**src/rtl/adc_seq_pkg.sv**
```systemverilog
package adc_seq_pkg;
  typedef enum logic [1:0] {
    ST_IDLE = 2'd0,
    ST_SAMP = 2'd1,
    ST_CONV = 2'd2
  } seq_state_e;

  localparam int unsigned FLAG_RDY = 0;
  localparam int unsigned FLAG_WIN = 1;
  localparam int unsigned FLAG_OVR = 2;
  localparam int unsigned FLAG_N   = 3;
endpackage

```
**src/rtl/adc_clk_div.sv**
```systemverilog
module adc_clk_div #(
  parameter int unsigned PRESC_W = 3
) (
  input  logic               clk_i,
  input  logic               rst_ni,
  input  logic [PRESC_W-1:0] presc_i,
  input  logic               clr_i,
  output logic               half_tick_o
);
  localparam int unsigned CNT_W = (1 << PRESC_W) + 1;

  logic [CNT_W-1:0] cnt_q;
  logic [CNT_W-1:0] mask;

  // half period = 2^(N+1) input clocks
  assign mask = (CNT_W'(1) << ({1'b0, presc_i} + (PRESC_W+1)'(1))) - CNT_W'(1);
  assign half_tick_o = ((cnt_q & mask) == mask);

  always_ff @(posedge clk_i or negedge rst_ni) begin
    if (!rst_ni)    cnt_q <= '0;
    else if (clr_i) cnt_q <= '0;
    else            cnt_q <= cnt_q + CNT_W'(1);
  end


  tick_spacing_chk: assert property (@(posedge clk_i) disable iff (!rst_ni)
    half_tick_o |=> !half_tick_o);

  restart_no_tick_chk: assert property (@(posedge clk_i) disable iff (!rst_ni)
    clr_i |=> !half_tick_o);
endmodule

```
**src/rtl/adc_seq_fsm.sv**
```systemverilog
module adc_seq_fsm
  import adc_seq_pkg::*;
#(
  parameter int unsigned CH_W = 5,
  parameter int unsigned SL_W = 6
) (
  input  logic            clk_i,
  input  logic            rst_ni,
  input  logic            half_tick_i,
  input  logic [SL_W-1:0] cfg_samplen_i,
  input  logic            cfg_free_run_i,
  input  logic            cfg_scan_en_i,
  input  logic [CH_W-1:0] cfg_base_ch_i,
  input  logic [CH_W-1:0] cfg_offset_i,
  input  logic [CH_W-1:0] cfg_scan_last_i,
  input  logic            sw_start_i,
  input  logic            evt_start_i,
  input  logic            flush_i,
  input  logic            core_done_i,
  output logic            div_clr_o,
  output logic            load_o,
  output logic [CH_W-1:0] ch_sel_o,
  output logic            sample_o,
  output logic            core_start_o,
  output logic            busy_o
);
  seq_state_e      state_q, state_d;
  logic [CH_W-1:0] k_q, k_d;
  logic [CH_W-1:0] ch_q, ch_d;
  logic [SL_W-1:0] hcnt_q, hcnt_d;
  logic            start_q, start_d;
  logic [CH_W-1:0] first_ch;
  logic            more_scan;

  assign first_ch  = cfg_scan_en_i ? (cfg_base_ch_i + cfg_offset_i) : cfg_base_ch_i;
  assign more_scan = cfg_scan_en_i && (k_q != cfg_scan_last_i);

  always_comb begin
    state_d   = state_q;
    k_d       = k_q;
    ch_d      = ch_q;
    hcnt_d    = hcnt_q;
    start_d   = 1'b0;
    div_clr_o = 1'b0;
    load_o    = 1'b0;
    unique case (state_q)
      ST_IDLE: begin
        if (sw_start_i || evt_start_i) begin
          state_d   = ST_SAMP;
          k_d       = '0;
          ch_d      = first_ch;
          hcnt_d    = '0;
          div_clr_o = 1'b1;
        end
      end
      ST_SAMP: begin
        if (flush_i) begin
          hcnt_d    = '0;
          div_clr_o = 1'b1;
        end else if (half_tick_i) begin
          if (hcnt_q == cfg_samplen_i) begin
            state_d = ST_CONV;
            start_d = 1'b1;
          end else begin
            hcnt_d = hcnt_q + SL_W'(1);
          end
        end
      end
      ST_CONV: begin
        if (flush_i) begin
          // abort, resample the same channel
          state_d   = ST_SAMP;
          hcnt_d    = '0;
          div_clr_o = 1'b1;
        end else if (core_done_i) begin
          load_o = 1'b1;
          hcnt_d = '0;
          if (more_scan) begin
            state_d   = ST_SAMP;
            k_d       = k_q + CH_W'(1);
            ch_d      = cfg_base_ch_i + cfg_offset_i + k_q + CH_W'(1);
            div_clr_o = 1'b1;
          end else if (cfg_free_run_i) begin
            state_d   = ST_SAMP;
            k_d       = '0;
            ch_d      = first_ch;
            div_clr_o = 1'b1;
          end else begin
            state_d = ST_IDLE;
          end
        end
      end
      default: state_d = ST_IDLE;
    endcase
  end

  always_ff @(posedge clk_i or negedge rst_ni) begin
    if (!rst_ni) begin
      state_q <= ST_IDLE;
      k_q     <= '0;
      ch_q    <= '0;
      hcnt_q  <= '0;
      start_q <= 1'b0;
    end else begin
      state_q <= state_d;
      k_q     <= k_d;
      ch_q    <= ch_d;
      hcnt_q  <= hcnt_d;
      start_q <= start_d;
    end
  end

  assign ch_sel_o     = ch_q;
  assign sample_o     = (state_q == ST_SAMP);
  assign core_start_o = start_q;
  assign busy_o       = (state_q != ST_IDLE);


  start_after_sample_chk: assert property (@(posedge clk_i) disable iff (!rst_ni)
    core_start_o |-> $past(sample_o));

  ch_stable_in_sample_chk: assert property (@(posedge clk_i) disable iff (!rst_ni)
    (sample_o && $past(sample_o)) |-> $stable(ch_sel_o));

  flush_resample_chk: assert property (@(posedge clk_i) disable iff (!rst_ni)
    (flush_i && busy_o) |=> sample_o);

  idle_hold_chk: assert property (@(posedge clk_i) disable iff (!rst_ni)
    (!busy_o && !sw_start_i && !evt_start_i) |=> !busy_o);
endmodule

```
**src/rtl/adc_status.sv**
```systemverilog
module adc_status
  import adc_seq_pkg::*;
#(
  parameter int unsigned DATA_W = 12
) (
  input  logic              clk_i,
  input  logic              rst_ni,
  input  logic              load_i,
  input  logic [DATA_W-1:0] data_i,
  input  logic              win_i,
  input  logic              rd_i,
  input  logic [FLAG_N-1:0] clr_i,
  output logic [DATA_W-1:0] result_o,
  output logic [FLAG_N-1:0] flags_o
);
  logic [DATA_W-1:0] result_q;
  logic [FLAG_N-1:0] flags_q, flags_d, set_v, clr_v;

  always_comb begin
    set_v = '0;
    set_v[FLAG_RDY] = load_i;
    set_v[FLAG_WIN] = load_i && win_i;
    set_v[FLAG_OVR] = load_i && flags_q[FLAG_RDY] && !rd_i;
    clr_v = clr_i;
    clr_v[FLAG_RDY] = clr_i[FLAG_RDY] || rd_i;
  end

  // set wins over clear, per bit
  for (genvar i = 0; i < FLAG_N; i++) begin : g_flag
    assign flags_d[i] = set_v[i] || (flags_q[i] && !clr_v[i]);
  end

  always_ff @(posedge clk_i or negedge rst_ni) begin
    if (!rst_ni) begin
      result_q <= '0;
      flags_q  <= '0;
    end else begin
      if (load_i) result_q <= data_i;
      flags_q <= flags_d;
    end
  end

  assign result_o = result_q;
  assign flags_o  = flags_q;


  set_wins_chk: assert property (@(posedge clk_i) disable iff (!rst_ni)
    load_i |=> flags_o[FLAG_RDY]);

  ovr_needs_ready_chk: assert property (@(posedge clk_i) disable iff (!rst_ni)
    $rose(flags_o[FLAG_OVR]) |-> $past(flags_o[FLAG_RDY]));
endmodule

```
**src/rtl/adc_seq_ctrl.sv**
```systemverilog
module adc_seq_ctrl
  import adc_seq_pkg::*;
#(
  parameter int unsigned DATA_W  = 12,
  parameter int unsigned CH_W    = 5,
  parameter int unsigned SL_W    = 6,
  parameter int unsigned PRESC_W = 3
) (
  input  logic               clk_i,
  input  logic               rst_ni,
  input  logic [PRESC_W-1:0] cfg_presc_i,
  input  logic [SL_W-1:0]    cfg_samplen_i,
  input  logic               cfg_free_run_i,
  input  logic               cfg_scan_en_i,
  input  logic [CH_W-1:0]    cfg_base_ch_i,
  input  logic [CH_W-1:0]    cfg_offset_i,
  input  logic [CH_W-1:0]    cfg_scan_last_i,
  input  logic               sw_start_i,
  input  logic               evt_start_i,
  input  logic               flush_i,
  input  logic               core_done_i,
  input  logic [DATA_W-1:0]  core_data_i,
  input  logic               core_win_i,
  input  logic               rd_result_i,
  input  logic [2:0]         status_clr_i,
  output logic [CH_W-1:0]    ch_sel_o,
  output logic               sample_o,
  output logic               core_start_o,
  output logic               busy_o,
  output logic [DATA_W-1:0]  result_o,
  output logic [2:0]         status_o
);
  logic half_tick, div_clr, load;

  adc_clk_div #(.PRESC_W(PRESC_W)) u_div (
    .clk_i       (clk_i),
    .rst_ni      (rst_ni),
    .presc_i     (cfg_presc_i),
    .clr_i       (div_clr),
    .half_tick_o (half_tick)
  );

  adc_seq_fsm #(.CH_W(CH_W), .SL_W(SL_W)) u_fsm (
    .clk_i           (clk_i),
    .rst_ni          (rst_ni),
    .half_tick_i     (half_tick),
    .cfg_samplen_i   (cfg_samplen_i),
    .cfg_free_run_i  (cfg_free_run_i),
    .cfg_scan_en_i   (cfg_scan_en_i),
    .cfg_base_ch_i   (cfg_base_ch_i),
    .cfg_offset_i    (cfg_offset_i),
    .cfg_scan_last_i (cfg_scan_last_i),
    .sw_start_i      (sw_start_i),
    .evt_start_i     (evt_start_i),
    .flush_i         (flush_i),
    .core_done_i     (core_done_i),
    .div_clr_o       (div_clr),
    .load_o          (load),
    .ch_sel_o        (ch_sel_o),
    .sample_o        (sample_o),
    .core_start_o    (core_start_o),
    .busy_o          (busy_o)
  );

  adc_status #(.DATA_W(DATA_W)) u_status (
    .clk_i    (clk_i),
    .rst_ni   (rst_ni),
    .load_i   (load),
    .data_i   (core_data_i),
    .win_i    (core_win_i),
    .rd_i     (rd_result_i),
    .clr_i    (status_clr_i),
    .result_o (result_o),
    .flags_o  (status_o)
  );


  result_hold_chk: assert property (@(posedge clk_i) disable iff (!rst_ni)
    !core_done_i |=> $stable(result_o));
endmodule

```
**config.mk**
```make
export PLATFORM = sky130hd
export DESIGN_NAME = adc_seq_ctrl
export DESIGN_NICKNAME = d
export VERILOG_FILES = /design/src/rtl/adc_seq_pkg.sv /design/src/rtl/adc_clk_div.sv /design/src/rtl/adc_seq_fsm.sv /design/src/rtl/adc_status.sv /design/src/rtl/adc_seq_ctrl.sv
export SDC_FILE = /design/constraint.sdc
export NUM_CORES = 1
export LEC_CHECK = 0
export BUFFER_PORTS_ARGS = -buffer_cell sky130_fd_sc_hd__buf_4
export CAP_MARGIN = 15
export CORE_ASPECT_RATIO = 0.6
export CORE_UTILIZATION = 40
export CTS_CLUSTER_SIZE = 30
export DETAILED_ROUTE_END_ITERATION = 12
export GPL_TIMING_DRIVEN = 0
export SYNTH_ARGS = -nofsm -noshare
export SYNTH_HDL_FRONTEND = slang
export SYNTH_SLANG_ARGS = --single-unit
```
**constraint.sdc**
```tcl
create_clock -name clk_i -period 4.17 [get_ports clk_i]
set_clock_uncertainty 0.05 [all_clocks]
set_input_delay 0.417 -clock clk_i [delete_from_list [all_inputs] [get_ports clk_i]]
set_output_delay 0.417 -clock clk_i [all_outputs]
set_load 0.02 [all_outputs]
```
Yosys cells after proc, flatten, opt, wreduce, memory -nomap -nowiden

Cells that the tools add are included.

Input bits: 49
Output and inout bits: 23
Register bits: 43

Equality and inequality tests: 15
Add/sub/neg operators: 8
Mux-type cells: 44
Shifts and indexed selects: 1
Bitwise logic cells: 1
Reductions and logical operators: 23

Operators with widths:

| operator                                                                 | count |
|---|---|
| 5-bit two-way mux                                                        | 11 |
| 6-bit two-way mux                                                        | 6 |
| 5-bit one-hot mux with 2 select lines                                    | 2 |
| 6-bit one-hot mux with 3 select lines                                    | 1 |
| 5-bit AND reduction                                                      | 3 |
| 1-bit two-way mux                                                        | 14 |
| 2-bit two-way mux                                                        | 7 |
| 5-bit by 1-bit adder with 5-bit output (second input constant)           | 2 |
| 5-bit adder                                                              | 2 |
| 9-bit by 1-bit adder with 9-bit output (second input constant)           | 1 |
| 9-bit bitwise AND                                                        | 1 |
| 9-bit equality test                                                      | 1 |
| 9-bit two-way mux                                                        | 1 |
| 1-bit by 4-bit << shifter with 9-bit output (first input constant)       | 1 |
| 9-bit by 2-bit subtractor with 9-bit output (second input constant)      | 1 |
| 1-bit logical AND                                                        | 7 |
| 6-bit by 1-bit adder with 6-bit output (second input constant)           | 1 |
| 6-bit equality test                                                      | 1 |
| 2-bit by 1-bit inequality test with 1-bit output (second input constant) | 3 |
| 2-bit inequality test (second input constant)                            | 3 |
| 3-bit by 2-bit inequality test with 1-bit output (second input constant) | 2 |
| 3-bit inequality test (second input constant)                            | 2 |
| 2-bit one-hot mux with 3 select lines                                    | 1 |
| 1-bit logical OR                                                         | 5 |
| other kinds (9)                                                          | 13 |

Longest topological paths before layout

Depth after elaboration: 8
Gate-level depth with buffers: 11

Modules after synthesis

Synthesis repeated with hierarchy kept, for this count alone.

Cell total of the unflattened synthesis: 273
Area total of the unflattened synthesis: 2688.8 um^2

Modules (own cells, without submodules):

| module      | area an instance (um^2) | cells each | times used | sequential area each (um^2) |
|---|---|---|---|---|
| adc_seq_fsm | 1527.7                  | 173        | 1          | 475.5 |
| adc_status  | 610.6                   | 37         | 1          | 375.4 |
| adc_clk_div | 550.5                   | 63         | 1          | 225.2 |

Least setup slack after synthesis

No wires, ideal clock.

Path kind: input port to flip-flop
Start: in cfg_base_ch_i[0]
End: reg u_fsm.ch_q[4] (netlist: u_fsm.ch_sel_o[4])
Setup slack: 1225 ps
Required time: 4052 ps
Buffers on the path: 0
Cell stages on the path: 10
Library setup time: 68 ps
Arrival: 2827 ps
Path through: ha_1 fa_1 inv_1 fa_1 nand2b_1 a21oi_1 xnor2_1 or4b_4 a211o_1 nand3_1

Longest elaborated chain between the ends: 7
Elaborated cells on any way between the ends: 10
Classes of those cells: 3 x add/sub; 7 x mux

RTL lines:

| item                                                                        | RTL line                             | RTL |
|---|---|---|
| from (decl)                                                                 | adc_seq_ctrl.sv:15                   | `input logic [CH_W-1:0] cfg_base_ch_i,` |
| 5-bit adder *                                                               | adc_seq_fsm.sv:35, adc_seq_fsm.sv:81 |  |
| 5-bit adder or 5-bit two-way mux (tied branches)                            | adc_seq_fsm.sv:81, adc_seq_fsm.sv:35 |  |
| 5-bit by 1-bit adder with 5-bit output or 5-bit two-way mux (tied branches) | adc_seq_fsm.sv:81, adc_seq_fsm.sv:83 |  |
| 5-bit two-way mux                                                           | adc_seq_fsm.sv:78                    | `if (more_scan) begin` |
| 5-bit two-way mux                                                           | adc_seq_fsm.sv:75                    | `end else if (core_done_i) begin` |
| 5-bit two-way mux                                                           | adc_seq_fsm.sv:70                    | `if (flush_i) begin` |
| 5-bit one-hot mux with 2 select lines *                                     | adc_seq_fsm.sv:46                    | `unique case (state_q)` |
| to (signal assigned)                                                        | adc_seq_fsm.sv:107                   | `ch_q <= ch_d;` |
| to (decl)                                                                   | adc_seq_fsm.sv:29                    | `logic [CH_W-1:0] ch_q, ch_d;` |

Mark *: on every way between the ends. The rest lies on a longest branch, timed or not. The select of a mux whose other input is x is not followed.
A chain may end at the register's enable or synchronous reset.

Final worst setup path

Ends and elaborated chain as after synthesis.

==> run_summary.xml <==
<?xml version="1.0" encoding="UTF-8"?>
<metrics>
  <group name="run_status">
    <metric name="run_status" unit="">completed</metric>
  </group>
  <group name="die">
    <metric name="floorplan.die.height" unit="µm">65.08</metric>
    <metric name="dieWidth" unit="µm">107.1</metric>
    <metric name="pin_count" unit="">72</metric>
    <metric name="rows" unit="">22</metric>
    <metric name="start_util" unit="">0.4245</metric>
    <metric name="core-area" unit="µm²">6248</metric>
    <metric name="total_die_area" unit="µm²">6971</metric>
  </group>
  <group name="logic_synthesis">
    <metric name="synth_top_family_by_area" unit="">simple AND/OR/NAND/NOR gates</metric>
    <metric name="muxShareOfSynthArea" unit="">0.09245</metric>
    <metric name="syn-mean-instance-area" unit="µm²">9.861</metric>
    <metric name="synth.net_count" unit="">332</metric>
    <metric name="post_synth_fa_ha_maj_area_fraction" unit="">0.07170</metric>
    <metric name="synth-xor-area-share" unit="">0.07925</metric>
    <metric name="ys_dominant_reg_cell" unit="">dfrtp_1</metric>
    <metric name="synth-compound-area-share" unit="">0.1316</metric>
    <metric name="synth_seq_cells" unit="">43</metric>
    <metric name="synth_cell_types" unit="">59</metric>
    <metric name="ys_seq_area_frac" unit="">0.4057</metric>
    <metric name="synth-warning-count" unit="">0</metric>
    <metric name="synthArstFlopShare" unit="">1.000</metric>
    <metric name="post_synth_instance_area" unit="µm²">2653</metric>
    <metric name="post_synth_and_or_nand_nor_area_fraction" unit="">0.1920</metric>
    <metric name="syn-instance-count" unit="">269</metric>
    <metric name="count_of_flip_flops_with_a_built_in_enable_after_synthesis" unit="">0</metric>
  </group>
  <group name="sta">
    <metric name="final_hold_viol_count" unit="">0</metric>
    <metric name="achievable-frequency" unit="MHz">341.2</metric>
    <metric name="timing.final.setup_violations" unit="">0</metric>
    <metric name="timing.final.crit_share" unit="">0.7029</metric>
    <metric name="setup-tns-final" unit="ns">0</metric>
    <metric name="timing.hold.ws" unit="ns">0.05807</metric>
    <metric name="tightestPinTransition" unit="ns">0.5570</metric>
    <metric name="rsz_0062_raised_after_global_routing" unit="">no</metric>
    <metric name="final.min_clock_period" unit="ns">2.931</metric>
    <metric name="timing_max_transition_violations_final" unit="">0</metric>
    <metric name="slew-limit-headroom" unit="">0.6287</metric>
  </group>
  <group name="global_routing">
    <metric name="gr-total-overflow" unit="">0</metric>
    <metric name="number_of_global_route_vias_before_repair" unit="">2100</metric>
    <metric name="global_route_wire_length_before_repair" unit="µm">9901</metric>
    <metric name="pin_count_of_the_biggest_net_entering_global_routing" unit="">44</metric>
    <metric name="initial_antenna_violation_count" unit="">0</metric>
    <metric name="grt_usage" unit="">0.1833</metric>
  </group>
  <group name="finish">
    <metric name="antenna-diode-count" unit="">0</metric>
    <metric name="post_route_cells_drive_above_1_share" unit="">0.3401</metric>
    <metric name="final_nets" unit="">409</metric>
    <metric name="area.growth.synth_to_final" unit="%">27.55</metric>
    <metric name="layout.cells.most_common_list" unit="">buf_4, dfrtp_1, nand2_1</metric>
    <metric name="final_common_cell" unit="">buf_4</metric>
  </group>
  <group name="pwr">
    <metric name="clock_power_share" unit="">0.327</metric>
    <metric name="power_switching" unit="W">0.0002290</metric>
    <metric name="p_leak" unit="nW">1.676</metric>
    <metric name="cell_internal_pwr" unit="W">0.0006611</metric>
    <metric name="share_comb_of_total_power" unit="">0.183</metric>
    <metric name="sequentialPowerShare" unit="">0.490</metric>
    <metric name="p_per_area" unit="nW/µm²">263.1</metric>
    <metric name="peakVddDrop" unit="mV">0.1292</metric>
    <metric name="p_sw_frac" unit="">0.2572</metric>
  </group>
  <group name="placement">
    <metric name="place_hpwl" unit="µm">4558</metric>
    <metric name="place.gp.congestion" unit="">0.7552</metric>
    <metric name="numPortBuffers" unit="">70</metric>
  </group>
  <group name="detailed_routing">
    <metric name="routed-via-count" unit="">2200</metric>
    <metric name="post-route-drc-count" unit="">0</metric>
    <metric name="dr.first_iter.drc_count" unit="">106</metric>
    <metric name="routed_wire_length" unit="µm">5926</metric>
    <metric name="via_per_inst" unit="">5.104</metric>
    <metric name="dr.pass1.iters" unit="">4</metric>
    <metric name="ant_nets" unit="">0</metric>
    <metric name="wl_per_cell" unit="µm">13.75</metric>
  </group>
  <group name="critical_path">
    <metric name="worstPathArrival" unit="ns">3.11</metric>
    <metric name="worst-r2r-setup-slack" unit="ns">1.56</metric>
    <metric name="timing_worst_setup_path_type" unit="">in2reg</metric>
    <metric name="timing.critical_path.to_type" unit="">flop</metric>
    <metric name="regToRegEndpoint" unit="">u_fsm.ch_sel_o[4]</metric>
    <metric name="worstReg2RegStart" unit="">u_fsm.k_q[0]</metric>
    <metric name="r2r.worst_path.cells" unit="">9</metric>
    <metric name="cpMaxStageDelayCell" unit="">or4b_4</metric>
    <metric name="critical_path.most_common_cell" unit="">fa_1</metric>
    <metric name="cp_data_required_time" unit="ns">4.35</metric>
    <metric name="timing.critical_path.from_type" unit="">input pin</metric>
    <metric name="timing.critical_path.fanout_max" unit="">3</metric>
    <metric name="capture_point_of_the_worst_path" unit="">u_fsm.ch_sel_o[4]</metric>
    <metric name="crit_chain" unit="">buf_4 &gt; ha_1 &gt; fa_1 &gt; inv_1 &gt; fa_1 &gt; nand2b_1 &gt; a21oi_1 &gt; xnor2_1 &gt; or4b_4 &gt; a211o_1 &gt; nand3_1</metric>
    <metric name="critical_path.startpoint" unit="">cfg_base_ch_i[0]</metric>
    <metric name="cpPeakStageDelay" unit="ns">0.55</metric>
  </group>
  <group name="clock_network">
    <metric name="ctsRootBufferMaster" unit="">clkbuf_8</metric>
    <metric name="worst_setup_hold_path_clk_slew" unit="ns">0.08</metric>
    <metric name="post_cts_hold_buffer_count" unit="">0</metric>
    <metric name="cts_tree" unit="">yes</metric>
    <metric name="cts_max_path_buffers" unit="">2</metric>
    <metric name="cts_buffers" unit="">5</metric>
    <metric name="cts_max_level" unit="">2</metric>
    <metric name="insertion_delay" unit="ns">0.29</metric>
    <metric name="post-cts-setup-buffers" unit="">0</metric>
    <metric name="post_cts.resized_instances" unit="">0</metric>
    <metric name="clock-sinks" unit="">43</metric>
  </group>
  <group name="hold_path">
    <metric name="min-delay-path-class" unit="">in2async</metric>
  </group>
  <group name="run">
    <metric name="drv.max_cap_violation_count" unit="">0</metric>
  </group>
</metrics>
## area by class of cell
class | instances | area, µm²
repair buffers | 70 | 525.5
plain buffers | 6 | 31.28
flip-flops and latches | 43 | 1076
clock buffers | 8 | 100.1
fillers | 572 | 2865
well taps | 84 | 105.1
inverters | 10 | 37.54
multi-input cells | 210 | 1508
## worst min path at each step
stage	endpoint	slack, ns	cells after the start	from
floorplan	u_div.cnt_q[0]	0.07	0	rst_ni
global placement	u_div.cnt_q[8]	0.40	1	rst_ni
detailed placement	u_div.cnt_q[8]	0.40	1	rst_ni
CTS	u_div.cnt_q[3]	0.08	1	rst_ni
global route	u_fsm.hcnt_q[5]	0.10	1	rst_ni
finish	u_div.cnt_q[3]	0.06	1	rst_ni
## per-stage QoR
step,util,cell area (µm²),power (W),worst slack [ns],cells
after floorplan,-,2653,0.0005287,1.225,269
after global placement,0.5254,3283,0.0006035,0.9783,423
after detailed placement,0.5254,3283,0.0006076,0.9687,423
after CTS,0.5415,3383,0.0009023,1.248,431
after global routing,0.5415,3383,0.0009388,1.133,431
final,0.5415,3383,0.0008901,1.239,431
## cell usage after synthesis (all sizes together) (2+ instances only)
cell     n  area (µm²)
nand2b   4       25.02
or2      3       18.77
buf      4       23.76
dfrtp   43        1076
mux2i    5       50.05
inv     10       37.54
nand3   12       70.07
o22ai    2       12.51
nor3b    2       15.01
nand2   26       97.59
fa       2       40.04
a21oi   14       70.07
xor2    11       96.34
nor2    23       88.84
a31oi    2       12.51
xnor2   13       113.9
o21bai   2       15.01
nor2b    3       18.77
and4     2       18.77
or4      2       15.01
a31o     2       17.52
clkbuf   2       7.510
ha      12       150.1
nor4     2       12.51
and2     5       33.78
or3      3       21.27
mux2    17       195.2
o31ai    3       22.52
o211ai   3       32.53
a21o     4       31.28
and3     2       13.77
o21ai   14       70.06
## flip-flops by register name, summed over array words and instances (netlist names)
name and cells:
u_status.result_o 12, u_div.cnt_q 9, u_fsm.hcnt_q 6, u_fsm.ch_sel_o 5
u_fsm.k_q 5, u_status.flags_o 3, u_fsm.state_q 2, u_fsm.core_start_o 1
## routing by layer
layer / wire [µm] / GRT usage / share of wire / vias up
met2: 2425 / 0.2669 / 0.41 / 67
met3: 486 / 0.06942 / 0.082 / 4
li1: - / - / - / 1098
met1: 2990 / 0.2609 / 0.50 / 1031
met5: 0 / 0 / 0 / -
met4: 23 / 0.02911 / 0.0039 / 0
## logic make-up (layout without fill, tap and decap cells)
family	Yosys count	in the layout
simple gates	96	96
compound gates	53	53
flops	43	43
xor+xnor	24	24
mux	22	22
buf+inv	16	94
fa+ha+maj	14	14
other cells	1	1
## power by group through the flow
stage          Sequential (W)  Combinational [W]  Clock [W]
3_3_place_gp         0.000444           0.000160          0
2_1_floorplan        0.000452          0.0000763          0
5_1_grt              0.000438           0.000181   0.000320
3_5_place_dp         0.000444           0.000163          0
4_1_cts              0.000436           0.000164   0.000302
6_report             0.000436           0.000163   0.000291
## critical path, delay by kind of cell
kind                     cells  cell delay [ns]
adder cells (fa/ha/maj)      3             1.18
AND/OR/NAND/NOR              3             0.80
AO/OA/AOI/OAI                2             0.42
buffers and inverters        2             0.18
XOR/XNOR                     1             0.10
(Power assumes the default switching activity.)
